==> config.mk <==
export PLATFORM = sky130hd
export DESIGN_NAME = adc_rd_seq
export DESIGN_NICKNAME = d
export VERILOG_FILES = /design/src/rtl/adc_rd_seq_pkg.sv /design/src/rtl/adc_rd_cnt.sv /design/src/rtl/adc_rd_asm.sv /design/src/rtl/adc_rd_seq.sv
export SDC_FILE = /design/constraint.sdc
export NUM_CORES = 1
export LEC_CHECK = 0
export BUFFER_PORTS_ARGS = -buffer_cell sky130_fd_sc_hd__buf_2
export CAP_MARGIN = 25
export CORE_AREA = 2 2 67 69
export DETAILED_ROUTE_END_ITERATION = 8
export DIE_AREA = 0 0 69 71
export PLACE_DENSITY = 0.69
export RECOVER_POWER = 100
export SYNTH_ARGS = -nofsm -noshare
export SYNTH_HDL_FRONTEND = slang
export SYNTH_HIERARCHICAL = 1
export SYNTH_SLANG_ARGS = --single-unit
export TNS_END_PERCENT = 30
==> constraint.sdc <==
create_clock -name clk_i -period 2.4 [get_ports clk_i]
set_input_delay 0.24 -clock clk_i [delete_from_list [all_inputs] [get_ports clk_i]]
set_output_delay 0.24 -clock clk_i [all_outputs]
set_load 0.1 [all_outputs]
==> src/rtl/adc_rd_seq_pkg.sv <==
package adc_rd_seq_pkg;
  typedef enum logic [2:0] {
    ST_IDLE,
    ST_START,
    ST_WAIT,
    ST_RD0,
    ST_RD1,
    ST_DONE
  } seq_state_e;
endpackage

==> src/rtl/adc_rd_cnt.sv <==
module adc_rd_cnt #(
  parameter int W = 12
) (
  input  logic         clk_i,
  input  logic         rst_ni,
  input  logic         clr_i,
  output logic [W-1:0] cnt_o
);
  always_ff @(posedge clk_i or negedge rst_ni) begin
    if (!rst_ni)    cnt_o <= '0;
    else if (clr_i) cnt_o <= '0;
    else            cnt_o <= cnt_o + 1'b1;
  end
endmodule

==> src/rtl/adc_rd_asm.sv <==
module adc_rd_asm #(
  parameter int SAMPLE_W = 12,
  parameter int BUS_W    = 16
) (
  input  logic                clk_i,
  input  logic                rst_ni,
  input  logic                cap_word_i,
  input  logic                cap_hi_i,
  input  logic                cap_lo_i,
  input  logic                align_hi_i,
  input  logic [BUS_W-1:0]    d_i,
  output logic [SAMPLE_W-1:0] sample_o
);
  localparam int LO_W = SAMPLE_W - 8;

  logic [SAMPLE_W-1:0] word_sel;
  assign word_sel = align_hi_i ? d_i[BUS_W-1 -: SAMPLE_W] : d_i[SAMPLE_W-1:0];

  always_ff @(posedge clk_i or negedge rst_ni) begin
    if (!rst_ni) begin
      sample_o <= '0;
    end else if (cap_word_i) begin
      sample_o <= word_sel;
    end else if (cap_hi_i) begin
      sample_o[SAMPLE_W-1:LO_W] <= d_i[7:0];
    end else if (cap_lo_i) begin
      // low part sits left-justified in the byte
      sample_o[LO_W-1:0] <= d_i[7 -: LO_W];
    end
  end
endmodule

==> src/rtl/adc_rd_seq.sv <==
module adc_rd_seq
  import adc_rd_seq_pkg::*;
#(
  parameter int CLK_MHZ     = 125,
  parameter int CONV_US     = 10,
  parameter int STROBE_CLKS = 2,
  parameter int SAMPLE_W    = 12,
  parameter int BUS_W       = 16
) (
  input  logic                clk_i,
  input  logic                rst_ni,
  input  logic                req_i,
  input  logic                tmo_mode_i,
  input  logic                bus8_i,
  input  logic                align_hi_i,
  input  logic                status_i,
  input  logic [BUS_W-1:0]    bus_d_i,
  output logic                cs_o,
  output logic                wr_o,
  output logic                rd_o,
  output logic                a0_o,
  output logic [SAMPLE_W-1:0] sample_o,
  output logic                valid_o,
  output logic                irq_o,
  output logic                busy_o,
  output logic                err_o
);
  localparam int TMO_CLKS = CLK_MHZ * CONV_US + 1;
  localparam int WDG_CLKS = 2 * CLK_MHZ * CONV_US;
  localparam int CNT_W    = $clog2(WDG_CLKS + 1);

  seq_state_e state_q, state_d;
  logic       tmo_mode_q, bus8_q, align_hi_q, seen_hi_q, err_q;
  logic       err_set, strobe_end;
  logic [CNT_W-1:0] cnt;

  adc_rd_cnt #(.W(CNT_W)) u_cnt (
    .clk_i  (clk_i),
    .rst_ni (rst_ni),
    .clr_i  (state_d != state_q),
    .cnt_o  (cnt)
  );

  assign strobe_end = (cnt == CNT_W'(STROBE_CLKS - 1));

  always_comb begin
    state_d = state_q;
    err_set = 1'b0;
    unique case (state_q)
      ST_IDLE:  if (req_i) state_d = ST_START;
      ST_START: if (strobe_end) state_d = ST_WAIT;
      ST_WAIT: begin
        if (tmo_mode_q) begin
          if (cnt == CNT_W'(TMO_CLKS - 1)) state_d = ST_RD0;
        end else if (seen_hi_q && !status_i) begin
          state_d = ST_RD0;
        end else if (cnt == CNT_W'(WDG_CLKS - 1)) begin
          state_d = ST_IDLE;
          err_set = 1'b1;
        end
      end
      ST_RD0:  if (strobe_end) state_d = bus8_q ? ST_RD1 : ST_DONE;
      ST_RD1:  if (strobe_end) state_d = ST_DONE;
      ST_DONE: state_d = ST_IDLE;
      default: state_d = ST_IDLE;
    endcase
  end

  always_ff @(posedge clk_i or negedge rst_ni) begin
    if (!rst_ni) begin
      state_q    <= ST_IDLE;
      tmo_mode_q <= 1'b0;
      bus8_q     <= 1'b0;
      align_hi_q <= 1'b0;
      seen_hi_q  <= 1'b0;
      err_q      <= 1'b0;
    end else begin
      state_q <= state_d;
      err_q   <= err_set;
      if (state_q == ST_IDLE && req_i) begin
        tmo_mode_q <= tmo_mode_i;
        bus8_q     <= bus8_i;
        align_hi_q <= align_hi_i;
      end
      if (state_q != ST_WAIT) seen_hi_q <= 1'b0;
      else if (status_i)      seen_hi_q <= 1'b1;
    end
  end

  adc_rd_asm #(.SAMPLE_W(SAMPLE_W), .BUS_W(BUS_W)) u_asm (
    .clk_i      (clk_i),
    .rst_ni     (rst_ni),
    .cap_word_i (state_q == ST_RD0 && strobe_end && !bus8_q),
    .cap_hi_i   (state_q == ST_RD0 && strobe_end && bus8_q),
    .cap_lo_i   (state_q == ST_RD1 && strobe_end),
    .align_hi_i (align_hi_q),
    .d_i        (bus_d_i),
    .sample_o   (sample_o)
  );

  assign wr_o    = (state_q == ST_START);
  assign rd_o    = (state_q == ST_RD0) || (state_q == ST_RD1);
  assign cs_o    = wr_o || rd_o;
  assign a0_o    = (state_q == ST_RD1);
  assign valid_o = (state_q == ST_DONE);
  assign irq_o   = (state_q == ST_DONE);
  assign busy_o  = (state_q != ST_IDLE);
  assign err_o   = err_q;
endmodule

==> results of run 1 <==
repair_timing:
item                       in CTS  in global routing
setup endpoints to repair       0                  1
gates resized for setup         0                  1
hold buffers                    0                  0
through the flow:
step / std cells / hold WS [ns] / worst slack [ns] / cell area (µm²) / TNS, ns
6_report: 286 / 0.1863 / 0.1193 / 2202 / 0
5_1_grt: 286 / 0.1829 / 0.009734 / 2202 / 0
4_1_cts: 286 / 0.02088 / 0.1132 / 2230 / 0
3_5_place_dp: 278 / 0.3366 / 0.1215 / 2122 / 0
3_3_place_gp: 278 / 0.3316 / 0.1727 / 2122 / 0
2_1_floorplan: 181 / -0.05559 / -0.0009324 / 1815 / -0.003729
final cells by class:
cell class,instances,share of cell area
multi-input cells,136,0.4273
clock inverters,2,0.01591
well taps,52,0.02955
clock buffers,6,0.03295
inverters,4,0.006818
flip-flops and latches,32,0.3636
repair buffers,54,0.1239
per-layer routing:
metal	vias to the layer above	wire length, µm	global-route usage
met1	695	1853	0.2254
met2	29	1900	0.2778
li1	769	-	-
met3	4	158	0.03276
met5	-	0	0
met4	0	35	0.06536
flip-flops by register name, indices dropped and copies added (netlist names):
signal / cells
tmo_mode_q: 1
seen_hi_q: 1
u_cnt/cnt_o: 12
u_asm/sample_o: 12
align_hi_q: 1
state_q: 3
err_o: 1
bus8_q: 1
synth_stat cells (2+ instances only):
library cell,count,share of area
nor2_1,13,0.027
nand2_1,9,0.019
or4_1,6,0.025
o31ai_1,4,0.017
a211oi_1,8,0.033
clkbuf_1,4,0.0083
nor2b_1,12,0.042
o211ai_1,2,0.0083
nand4_1,3,0.010
nand3_1,5,0.014
dfrtp_1,32,0.44
or3b_2,2,0.0097
inv_1,4,0.0083
buf_2,2,0.0055
mux2_2,8,0.050
or3_1,4,0.014
nand2b_1,2,0.0069
or3_2,2,0.0083
mux2_1,4,0.025
mux2i_1,8,0.044
o21ai_0,7,0.019
nand3b_1,2,0.0083
nor3_1,3,0.0083
xor2_1,2,0.0097
a21oi_1,17,0.047
logic make-up (layout without fill, tap and decap cells):
kind of cell / count (synthesis) / after routing
AO/OA/AOI/OAI: 42 / 42
flip-flops: 32 / 32
multiplexers: 20 / 20
adder cells (fa/ha/maj): 1 / 1
AND/OR/NAND/NOR: 70 / 70
XOR/XNOR: 3 / 3
buffers and inverters: 13 / 66
worst max-delay path by stage:
stage / startpoint / end / slack [ns] / cells past startpoint
CTS: u_cnt/cnt_o[4] / u_asm/sample_o[3] / 0.11 / 7
floorplan: u_cnt/cnt_o[4] / u_asm/sample_o[0] / -0.0009 / 8
global route: u_cnt/cnt_o[4] / u_asm/sample_o[3] / 0.01 / 7
finish: u_cnt/cnt_o[4] / u_asm/sample_o[3] / 0.12 / 7
detailed placement: u_cnt/cnt_o[4] / u_asm/sample_o[3] / 0.12 / 7
global placement: u_cnt/cnt_o[4] / u_asm/sample_o[1] / 0.17 / 7
==> summary.md, run 1 <==
| Metric | Value |
|---|---|
| Outcome | `finished, violations left` |
| Failing checks | `max-capacitance violations, max-slew violations` |
| Synthesized flop and latch total | `32` |
| Hold Path Class | `in2reg` |
| Multiplexer area fraction after synthesis | `0.1192` |
| Clock Path Buffers | `2` |
| ANT nets after route | `0` |
| Worst slew margin | `-0.1585` |
| GRT overflow | `0` |
| Synthesized cell area | `1805 µm²` |
| GPL Wtd Cong | `0.8134` |
| Period Utilization, post-route | `0.9503` |
| Unrepaired setup endpoints after global routing | `false` |
| Num CTS Buffers | `5` |
| Reg2reg start | `u_cnt/cnt_o[4]` |
| Commonest non-fill, non-tap cell in the layout | `dfrtp_1` |
| Register area | `approximately 800 µm²` |
| CTS tree | `built` |
| Final Skew | `0.004701 ns` |
| Most frequent cells in the layout | `dfrtp_1, buf_2, clkbuf_1` |
| Root Buffer | `clkbuf_8` |
| Post-Synth Simple-Gate Area | `0.2301` |
| Via density | `between 5 and 6` |
| Routed wire per std cell | `13.80 µm` |
| Worst-margin pin slew | `~1.7 ns` |
| Async set-reset flop share out of synthesis | `1.000` |
| Final core occ | `0.5238` |
| Post-synth EDFFs | `0` |
| Buffer and inverter count on the worst path | `0` |
| Hold Violations, Final | `0` |
| Ys Warns | `6` |
| Required time of the critical path | `2.57 ns` |
| Post-synthesis xor/xnor area fraction | `0.01455` |
| Final setup vio count | `0` |
| Post-synthesis cell type count | `41` |
| IO Port Bufs | `42` |
| Routed WL | `3947 µm` |
| Most used DFF post-synth | `dfrtp_1` |
| CP arrival | `between 2 and 2.5 ns` |
| Hold_sp | `tmo_mode_i` |
| Fmax | `approximately 0.44 GHz` |
| Clk_lat worst skew | `0.28 ns` |
| Syn Inst Count | `approximately 180` |
| Core Area | `4204 µm²` |
| Worst Setup End Kind | `flop` |
| Tmin final | `between 2 and 2.5 ns` |
| Share of cells above drive strength 1 | `0.2607` |
| Setup Buffers After CTS | `0` |
| Final-stage net count | `257` |
| Hold Path Stages | `2` |
| Clock sink count | `32` |
| Syn avg cell area | `9.975 µm²` |
| Worst-case hold path end point | `tmo_mode_q` |
| Initial drt markers | `101` |
| Largest net degree at the start of global routing | `33` |
| Vias in the first global route | `1,452` |
| Critical-path maximum fanout | `4` |
| Filler instances | `between 400 and 500` |
| Max stage delay on crit path | `0.56 ns` |
| Main combinational cell family by area after synthesis | `simple AND/OR/NAND/NOR gates` |
| Slowest cell on the critical path | `or4_1` |
| Clock transition at the registers of the reported paths | `~0.07 ns` |
| CP cell instances | `or4_1 > nor2_1 > nand3_1 > nor3_2 > nor2b_4 > mux2_1 > mux2_2` |
| Antenna diodes | `0` |
| Slew Viols, Final | `33` |
| Post-synthesis sequential area ratio | `0.4435` |
| Chip height | `71 µm` |
| # rows | `24` |
| Initial cell density of the core | `0.4295` |
| Syn_nets | `approximately 210` |
| R2r endpoint | `u_asm/sample_o[3]` |
| Worst reg2reg path depth | `7` |
| Drt first pass iters | `4` |
| Compound-Gate Fraction of Synth Area | `0.1448` |
| CP Launch Type | `flop` |
| Flop2flop setup slack | `0.12 ns` |
| Die ar. | `4899 µm²` |
| H-Tree Depth | `2` |
| Top delay family on crit path | `simple AND/OR/NAND/NOR gates` |
| Initial antenna violation count | `0` |
| DRC viols | `0` |
| Vias after detailed routing | `between 1,000 and 1,500` |
| GRT Util Overall | `0.1701` |
| First-pass GRT wire length | `around 6700 µm` |
| Max-cap viol count | `1` |
| Multi-input gate area | `between 900 and 1000 µm²` |
| Post-Synth Adder-Cell Area | `0.006930` |
| IO Pins | `between 40 and 50` |
| Final HPWL DP | `2856 µm` |
| Synthesis-to-layout area growth | `21.97%` |
| Die width | `69 µm` |
| CP Class | `reg2reg` |
Power of run 1 is not shown: default switching activity piles up to over one toggle a cycle in this logic, so the estimate is an artifact.
==> inputs of run 2 (changes only) <==
CORE_AREA = 2 2 65 67   (was 2 2 67 69)
DIE_AREA = 0 0 67 69   (was 0 0 69 71)
PLACE_DENSITY = 0.73   (was 0.69)
SLEW_MARGIN = 20   (was unset)
==> run 2 against run 1 <==
Net effect: the flow still finishes with violations (max-capacitance violations, max-slew violations); core utilization up 4.2 points; setup slack worse by 0.045 ns; via count up 4.8%; clock-buffer cell count unchanged; largest cell class unchanged; routed wire length up 3.6%; non-clock buffer count unchanged; critical path type unchanged; flip-flop and latch count unchanged; sequential share of layout area down 0.18 points; die area down 5.6%; final area up 0.51%.
==> summary.md, run 2 (synthesized netlist as in run 1, its figures left out) <==
| Metric | Value |
|---|---|
| Clock transition at the registers of the reported paths | `0.07 ns (about the same)` |
| ANT nets after route | `0 (unchanged)` |
| Vias after detailed routing | `1,569 (+4.8%)` |
| GPL Wtd Cong | `0.7575 (-6.9%)` |
| Worst Setup End Kind | `flop` |
| Vias in the first global route | `1,477 (+1.7%)` |
| Final HPWL DP | `2820 µm (-1.3%)` |
| R2r endpoint | `u_asm/sample_o[3]` |
| Reg2reg start | `u_cnt/cnt_o[10]` |
| CP Class | `reg2reg` |
| Die ar. | `4623 µm² (-5.6%)` |
| Failing checks | `max-capacitance violations, max-slew violations` |
| Initial drt markers | `102 (+0.99%)` |
| Tmin final | `2.325 ns (+0.04454 ns)` |
| Die width | `67 µm (-2.9%)` |
| Via density | `5.525 (+5.5%)` |
| Multi-input gate area | `963.4 µm² (+2.4%)` |
| Worst slew margin | `-0.1540 (+0.004423)` |
| Required time of the critical path | `2.58 ns (about the same)` |
| Critical-path maximum fanout | `5 (+1)` |
| Fmax | `0.4301 GHz (-1.9%)` |
| Register area | `800.8 µm² (unchanged)` |
| Core Area | `3914 µm² (-6.9%)` |
| Largest net degree at the start of global routing | `33 (unchanged)` |
| Final setup vio count | `0 (unchanged)` |
| Num CTS Buffers | `5 (unchanged)` |
| Antenna diodes | `0 (unchanged)` |
| Initial cell density of the core | `0.4613 (+0.03185)` |
| Filler instances | `377 (-6.0%)` |
| Period Utilization, post-route | `0.9688 (+0.01856)` |
| Worst-case hold path end point | `bus8_q` |
| CP arrival | `2.50 ns (+0.05 ns)` |
| Worst-margin pin slew | `1.731 ns (-0.006636 ns)` |
| Hold Path Stages | `2 (unchanged)` |
| Synthesis-to-layout area growth | `22.59%` |
| Final Skew | `0.005558 ns (+0.0008565 ns)` |
| Max-cap viol count | `1 (unchanged)` |
| Worst reg2reg path depth | `7 (unchanged)` |
| GRT Util Overall | `0.1892 (+0.01908)` |
| Drt first pass iters | `4 (unchanged)` |
| # rows | `23 (-4.2%)` |
| Regs by FF count | `u_asm/sample_o: 12 flops, u_cnt/cnt_o: 12 flops, state_q: 3 flops` |
| Slew Viols, Final | `33 (unchanged)` |
| Chip height | `69 µm (-2.8%)` |
| Clk_lat worst skew | `0.29 ns (about the same)` |
| Clock sink count | `32 (unchanged)` |
| Initial antenna violation count | `0 (unchanged)` |
| Share of cells above drive strength 1 | `0.2821 (+0.02137)` |
| H-Tree Depth | `2 (unchanged)` |
| Outcome | `finished, violations left` |
| IO Port Bufs | `42 (unchanged)` |
| Root Buffer | `clkbuf_8` |
| Hold_sp | `bus8_i` |
| Hold Violations, Final | `0 (unchanged)` |
| DRC viols | `0 (unchanged)` |
| CTS tree | `built` |
| GRT overflow | `0 (unchanged)` |
| Flop2flop setup slack | `0.07 ns (-0.04 ns)` |
| Hold Path Class | `in2reg` |
| Setup TNS | `0 ns (unchanged)` |
| IO Pins | `43 (unchanged)` |
| Most frequent cells in the layout | `dfrtp_1, buf_2, a21oi_1` |
| CP Launch Type | `flop` |
| Clock Path Buffers | `2 (unchanged)` |
| First-pass GRT wire length | `6789 µm (+1.2%)` |
| Routed WL | `4089 µm (+3.6%)` |
| Routed wire per std cell | `14.40 µm (+4.3%)` |
| Commonest non-fill, non-tap cell in the layout | `dfrtp_1` |
| Hold_buf cts | `0 (unchanged)` |
| Final-stage net count | `257 (unchanged)` |
## run 2: worst max path at each step
stage                                from                 to  cells after the start
after floorplan            u_cnt/cnt_o[4]  u_asm/sample_o[0]                      8
after global placement     u_cnt/cnt_o[4]  u_asm/sample_o[3]                      7
after detailed placement   u_cnt/cnt_o[4]  u_asm/sample_o[3]                      7
after CTS                  u_cnt/cnt_o[4]  u_asm/sample_o[3]                      7
after global routing      u_cnt/cnt_o[10]  u_asm/sample_o[3]                      7
final                     u_cnt/cnt_o[10]  u_asm/sample_o[3]                      7
## run 2: layout make-up
type,count,area share
multi-input combinational,136,0.4353
tap,50,0.02826
inverter,4,0.006784
timing repair buffer,54,0.1261
clock inverter,2,0.004522
clock buffer,6,0.03731
sequential,32,0.3618
## run 2: metrics by stage
stage,instance area (µm²),hold slack (ns),utilization,setup slack (ns),cells
3_3_place_gp,2112,0.3314,0.5396,0.1813,275
5_1_grt,2213,0.1736,0.5655,-0.01974,284
3_5_place_dp,2112,0.3354,0.5396,0.1387,275
4_1_cts,2205,0.02257,0.5633,0.09750,283
2_1_floorplan,1815,-0.05559,-,-0.0009324,181
6_report,2213,0.1793,0.5655,0.07476,284
## run 2: worst max-delay path, cell delays in order, from the launching register on
cell	delay, ns
dfrtp_1	0.41
or3b_2	0.51
nor2_4	0.14
nand3_2	0.10
nor3_4	0.22
nor2b_4	0.23
mux2_1	0.35
mux2_2	0.27
## run 2: repair_timing
| action | in CTS | in global routing |
|---|---|---|
| gates resized for setup | 0 | 6 |
| setup buffers | 0 | 1 |
| setup endpoints to repair | 0 | 10 |
## run 2: routing by layer
layer	vias to the layer above	wire length [µm]	GRT usage
met5	-	0	0
met4	0	44	0.06803
met3	4	208	0.04731
met2	44	2081	0.3036
met1	756	1755	0.2432
li1	765	-	-
Power of run 2 is left out for the same reason.
